**src/rtl/vmix_pkg.sv**
```systemverilog
package vmix_pkg;
  typedef enum logic [1:0] {
    LVL_SYNC  = 2'b00,
    LVL_DARK  = 2'b01,
    LVL_LIGHT = 2'b10
  } level_e;

  // Pixel after merging both lanes and applying inverse video
  function automatic logic pixel_dark(input logic lane_a, input logic lane_b,
                                      input logic inv);
    return (lane_a | lane_b) ^ inv;
  endfunction

  // Composite sync from the two pulse inputs
  function automatic logic sync_active(input logic hs, input logic vs);
    return hs ^ vs;
  endfunction

  // Level code: sync dominates, then pixel colour
  function automatic level_e level_of(input logic sync_bit, input logic dark_bit);
    if (sync_bit)      return LVL_SYNC;
    else if (dark_bit) return LVL_DARK;
    else               return LVL_LIGHT;
  endfunction
endpackage

```
**src/rtl/shift_lane.sv**
```systemverilog
module shift_lane #(
  parameter int W = 8
) (
  input  logic         clk,
  input  logic         rst,
  input  logic         active,
  input  logic         load_en,
  input  logic [W-1:0] din,
  output logic         bit_out
);
  logic [W-1:0] q;

  // Named events for the assertions
  logic shift_ev, load_ev, hold_ev;
  assign shift_ev = active;
  assign load_ev  = !active && load_en;
  assign hold_ev  = !active && !load_en;

  always_ff @(posedge clk) begin
    if (rst)           q <= '0;
    else if (shift_ev) q <= {q[W-2:0], 1'b0};
    else if (load_ev)  q <= din;
  end

  // Only the active lane presents its MSB
  assign bit_out = active & q[W-1];

  assert_hold_R5: assert property (@(posedge clk) disable iff (rst)
    hold_ev |=> $stable(q));
  assert_load_R5: assert property (@(posedge clk) disable iff (rst)
    load_ev |=> q == $past(din));
  assert_shift_R3: assert property (@(posedge clk) disable iff (rst)
    shift_ev |=> q[W-1:1] == $past(q[W-2:0]));
  assert_zero_fill_R4: assert property (@(posedge clk) disable iff (rst)
    shift_ev |=> q[0] == 1'b0);
endmodule

```
**src/rtl/video_merge.sv**
```systemverilog
module video_merge
  import vmix_pkg::*;
(
  input  logic [1:0] lane_bits,
  input  logic       invert,
  input  logic       hsync,
  input  logic       vsync,
  output logic       dark,
  output logic       sync_bit,
  output logic [1:0] level
);
  always_comb begin
    dark     = pixel_dark(lane_bits[0], lane_bits[1], invert);
    sync_bit = sync_active(hsync, vsync);
    level    = level_of(sync_bit, dark);
  end
endmodule

```
**src/rtl/dual_shift_video_mixer.sv**
```systemverilog
module dual_shift_video_mixer #(
  parameter int DATA_W  = 8,
  parameter int PHASE_W = 3
) (
  input  logic               clk,
  input  logic               rst,
  input  logic [PHASE_W-1:0] dot_phase,
  input  logic               bank_sel,
  input  logic [DATA_W-1:0]  bus_byte,
  input  logic               invert,
  input  logic               hsync,
  input  logic               vsync,
  output logic               pix_dark,
  output logic               sync_on,
  output logic [1:0]         level
);
  localparam int LANES = 2;
  localparam logic [PHASE_W-1:0] LOAD_PHASE = '1;

  logic             load_slot;
  logic [LANES-1:0] lane_act;
  logic [LANES-1:0] lane_bit;

  assign load_slot = (dot_phase == LOAD_PHASE);

  for (genvar i = 0; i < LANES; i++) begin : g_lane
    assign lane_act[i] = (bank_sel == 1'(i));
    shift_lane #(.W(DATA_W)) u_lane (
      .clk     (clk),
      .rst     (rst),
      .active  (lane_act[i]),
      .load_en (load_slot),
      .din     (bus_byte),
      .bit_out (lane_bit[i])
    );
  end

  video_merge u_merge (
    .lane_bits (lane_bit),
    .invert    (invert),
    .hsync     (hsync),
    .vsync     (vsync),
    .dark      (pix_dark),
    .sync_bit  (sync_on),
    .level     (level)
  );

  // at most one lane feeds the pixel path
  assert_single_source_R7: assert property (@(posedge clk) disable iff (rst)
    $onehot0(lane_bit));
endmodule

```
**config.mk**
```make
export PLATFORM = sky130hd
export DESIGN_NAME = dual_shift_video_mixer
export DESIGN_NICKNAME = d
export VERILOG_FILES = /design/src/rtl/vmix_pkg.sv /design/src/rtl/shift_lane.sv /design/src/rtl/video_merge.sv /design/src/rtl/dual_shift_video_mixer.sv
export SDC_FILE = /design/constraint.sdc
export NUM_CORES = 1
export LEC_CHECK = 0
export BUFFER_PORTS_ARGS = -buffer_cell sky130_fd_sc_hd__buf_2
export CORE_UTILIZATION = 45
export CTS_CLUSTER_DIAMETER = 150
export DETAILED_ROUTE_END_ITERATION = 7
export MAX_ROUTING_LAYER = met4
export PLACE_DENSITY = 0.68
export SKIP_CTS_REPAIR_TIMING = 1
export SYNTH_ARGS = -nofsm -noshare
export SYNTH_HDL_FRONTEND = slang
export SYNTH_SLANG_ARGS = --single-unit
```
**constraint.sdc**
```tcl
create_clock -name clk -period 2 [get_ports clk]
set_input_delay 0.1 -clock clk [delete_from_list [all_inputs] [get_ports clk]]
set_output_delay 0.1 -clock clk [all_outputs]
set_load 0.05 [all_outputs]
```
[Word level (Yosys, flattened, before mapping)]
Index checks and enable logic that the tools add are counted.
Operators by class
  equality and inequality tests: 2
  mux-type cells: 6
  bitwise operators: 6
  reduce and logical (&&, ||, !) cells: 6
Operators by type and width (count)
  2-to-1 mux 8 bit: 4
  2-to-1 mux 2 bit: 2
  OR reduction 2 bit: 2
  equality test 3 bit (second input constant): 1
  bitwise AND 1 bit: 2
  logical AND 1 bit: 2
  != test 2 x 1 -> 1 bit (second input constant): 1
  nonzero test 2 bit: 1
  bitwise XOR 1 bit: 2
  logical NOT 1 bit: 1
  NOT 1 bit: 1
  OR 1 bit: 1
Word-level totals
  flip-flop bits (word level): 16
  bits of input ports: 17
  output and inout port bits: 4
  word-level logic and storage cells: 24

[Longest topological paths before layout]
  depth in word-level cells: 6
  gate-level depth with buffers: 5
  gate-level depth less buffers: 3

[Cells and area by module]
Synthesis repeated with hierarchy kept, for this count alone.
Unflattened totals
  cells, all modules: 78
  area, all modules: 788.3 um2
By module, submodules not included
  shift_lane: times used 2, cells each 35, area an instance 366.6 um2, sequential area each 160.2 um2
  video_merge: times used 1, cells each 6, area an instance 45.0 um2, sequential area each 0.0 um2
  dual_shift_video_mixer: times used 1, cells each 2, area an instance 10.0 um2, sequential area each 0.0 um2

[Least setup slack after synthesis]
Ideal clock, no wire load.
  path kind: reg2out
  start: reg g_lane[1].u_lane.q[7]
  end: out level[0]
  data arrival time: 2.093 ns
  required time: 1.900 ns
  slack: -0.193 ns
  cell stages (with the launch flop): 4
  path buffers: 0
  cell sequence: dfxtp_1 > mux2i_1 > xnor2_1 > nor2b_1
On the way
  cells in the longest elaborated chain, start to end: 5
RTL lines
  start, declared: line shift_lane.sv:11  | logic [W-1:0] q;
  start signal, assigned: line shift_lane.sv:21  | else if (shift_ev) q <= {q[W-2:0], 1'b0};
  start signal, assigned: line shift_lane.sv:22  | else if (load_ev) q <= din;
  bitwise AND 1 bit: line shift_lane.sv:26  | assign bit_out = active & q[W-1];
  OR 1 bit: line vmix_pkg.sv:11  | return (lane_a | lane_b) ^ inv;
  bitwise XOR 1 bit: line vmix_pkg.sv:11
  via pix_dark: line dual_shift_video_mixer.sv:13  | output logic pix_dark,
  2-to-1 mux 2 bit: line vmix_pkg.sv:22  | else if (dark_bit) return LVL_DARK;
  2-to-1 mux 2 bit: line vmix_pkg.sv:21  | if (sync_bit) return LVL_SYNC;
  end, declared: line dual_shift_video_mixer.sv:15  | output logic [1:0] level
The timed path passes the listed nets, and every way through them passes these cells.

[Final worst setup path]
  start: reg g_lane[1].u_lane.q[7]
  end: out level[0]
On the way
  cells in the longest elaborated chain, start to end: 5
RTL lines (line)
  bitwise AND 1 bit: shift_lane.sv:26
  OR 1 bit: vmix_pkg.sv:11
  bitwise XOR 1 bit: vmix_pkg.sv:11
  2-to-1 mux 2 bit: vmix_pkg.sv:22
  2-to-1 mux 2 bit: vmix_pkg.sv:21
No other way between the ends.

==> impl_results.md <==
- Met2 GRT Util: 0.2714
- Largest family of logic cells by synthesized area: simple AND/OR/NAND/NOR gates
- DRT iter0 DRCs: 12
- Final Critical Period: 1473 ps
- Fillers: ~170
- CP peak stage delay: approximately 320 ps
- Unrepaired setup endpoints after global routing: no
- Post-synthesis register bit count: 16
- I/O pin cnt: 21
- Num rows: 15
- Fraction of layout cells with a size suffix above 1: 0.4752
- LEAKAGE: 0.4247 nW
- Max Root-Sink Buffers: 2
- Crit path cell chain: mux2i_1 > xnor2_2 > nor2b_1 > buf_2
- GRT busiest layer: met2
- Core Footprint: around 1700 um2
- Initial Utilization: 0.4882
- Worst-path clk slew: ~90 ps
- Die H: ~46 um
- Simple-gate share of the synthesized area: 0.2584
- Async SR Flop Fraction: 0
- CTS H-Tree Depth: 1
- ANT cells: 0
- Count of final max-slew check failures: 0
- GRT Total Usage: 0.1763
- NumNets Final: 120
- Crit-path max FO: 3
- Num Clock Sinks: 16
- Cell taking the most area after synthesis: dfxtp_1
- Complex-gate fraction of the synthesized area: 0.2467
- Detailed-route wire length per cell: ~12 um
- Count of unique library cells instantiated by Yosys: 16
- Top-count cell post-synth: dfxtp_1
- Crit path max-delay family: flip-flops
- PnR worst setup slack: between 500 and 600 ps
- Worst slack at placement: between 600 and 700 ps
- Relative max-transition margin: 0.7135
- Layout area overhead: 13.95%
- Clock root cell: clkbuf_4
- Mapped Nets: about 100
- Largest regs: g_lane.u_lane.q x16
- TritonCTS clock tree: built
- Final Core Density: 0.5563
- Post-synthesis xor/xnor area fraction: 0.02056
- Final Non-Filler Cells: 126
- DP Cell Count: about 120
- FF/Latch Area: roughly 320 um2
- DRC: 0
- Worst skew pair latency: approximately 280 ps
- Synth Cell Area: 852.1 um2
- Mux cell area share after synthesis: 0.03524
- Detailed Route WL: between 1500 and 2000 um
- Largest net degree at the start of global routing: 18
- Power density cells: 689.6 nW/um2
- Setup TNS: 0 ps
- Avg Inst Size Synth: between 10 and 15 um2
- Met3 GRT Util: 0.04762
- Via count: about 660
- Vias/cell: around 5.2
- Post-synth top cells: 16 x dfxtp_1, 15 x nor2_1, 14 x a311oi_2, 14 x nand2_1, 7 x nand2_4
- EDFF count, synth: 0
- Top FF cell, synth: dfxtp_1
- Slew @ Worst Pin: 429.7 ps
- Die X: approximately 46 um
- Port bufs: 20
- Period Utilization, post-route: 0.7366
- Post-synthesis sequential area ratio: 0.3759
- Met1 Usage GRT: 0.2155
- HP Class: input port to register
- Type of the worst setup path: register to output pin
- Drt first pass iters: 4
- CTS Buf Count: 3
- Crit end category: output pin
- Multi-input combinational cell area: a little under 500 um2
- Die area: slightly above 2000 um2
- CP bufs+invs: 1
- Post-Route Skew: 2.353 ps
- Fmax: a little under 700 MHz
- Post-synth top area share: 0.3759
- Adder-cell area share of the yosys netlist: 0
- Initial antenna violation count: 0
- Global route total overflow: 0
- Area contributors post-synth: dfxtp_1 38%, a311oi_2 25%, nand2_4 9.3%, nor2_1 6.6%, nand2_1 6.2%
- Status: complete, no violations
- Max reg flops: 16
- Worst path required time: about 1900 ps
- Kind of start point of the critical path: register
- Post-DP HPWL: between 1000 and 1500 um
- Final ANT Viol Nets: 0
- Yosys warns: 0
- CP max stage cell: dfxtp_1
- Final Hold Vio Count: 0
- Number of global-route vias before repair: 597
- Area after DPL: ~950 um2
- First-pass GRT wire length: 2546 um
- WP data arrival: between 1000 and 1500 ps
- Final Setup Violations: 0
- Mapped Cells: 84
- Total of max-cap violations: 0
- Post-route cell area: between 900 and 1000 um2
- Placer Congestion: 0.6675
- VDD IR-drop max: between 0.3 and 0.4 mV
- Reg with most FFs: g_lane.u_lane.q
[worst reg2reg max path, cell delays in order (launching register included)]
cell and delay, ps:
dfxtp_1 350, nand2_1 70, a311oi_2 260
[cell usage in the layout, fill, tap and decap left out]
master / n
buf_2: 20
dfxtp_1: 16
nor2_1: 15
nand2_1: 14
a311oi_2: 14
nand2_4: 7
mux2i_1: 3
clkbuf_4: 3
nor3_1: 2
xnor2_2: 1
xor2_1: 1
nor2b_1: 1
nand3_2: 1
and3_1: 1
inv_2: 1
buf_4: 1
[layout make-up]
class                           count  share of cell area
Multi-Input combinational cell     60              0.5000
Clock buffer                        3             0.02320
Tap cell                           25             0.03222
Sequential cell                    16              0.3299
Timing Repair Buffer               21              0.1108
Inverter                            1            0.003866
[power by group]
part | total, W | switching, W | internal, W
sequential | 0.000346 | 0.00000913 | 0.000337
clock | 0.000166 | 0.0000965 | 0.0000698
combinational | 0.000157 | 0.000103 | 0.0000543
total | 0.000670 | 0.000208 | 0.000461
[path summary, 6_finish.rpt]
path	start	endpoint	slack, ps	cells after the start
min reg2reg	g_lane[0].u_lane.q[7]$_SDFFE_PP0P_	g_lane[0].u_lane.q[7]$_SDFFE_PP0P_	510	2
min	bus_byte[3]	g_lane[0].u_lane.q[3]$_SDFFE_PP0P_	110	3
max reg2reg	g_lane[0].u_lane.q[6]$_SDFFE_PP0P_	g_lane[0].u_lane.q[6]$_SDFFE_PP0P_	1240	2
max	g_lane[1].u_lane.q[7]$_SDFFE_PP0P_	level[0]	530	4
[stage by stage]
stage / hold WS, ps / power [W]
5_1_grt: 104.0 / 0.0007055
3_3_place_gp: 399.6 / 0.0005077
2_1_floorplan: 274.2 / 0.0004756
3_5_place_dp: 408.1 / 0.0005114
4_1_cts: 102.8 / 0.0006771
6_report: 110.5 / 0.0006695
[metal layers]
layer | routed length, um | up-vias
met4 | 14 | 0
li1 | - | 331
met5 | 0 | -
met3 | 64 | 2
met2 | 694 | 19
met1 | 749 | 303
[cells by family after synthesis]
| logic type | after synthesis |
|---|---|
| AO/OA/AOI/OAI | 14 |
| multiplexers | 3 |
| XOR/XNOR | 2 |
| buffers and inverters | 8 |
| AND/OR/NAND/NOR | 41 |
| flip-flops | 16 |
Note: power is estimated with default switching activity, not from simulation.
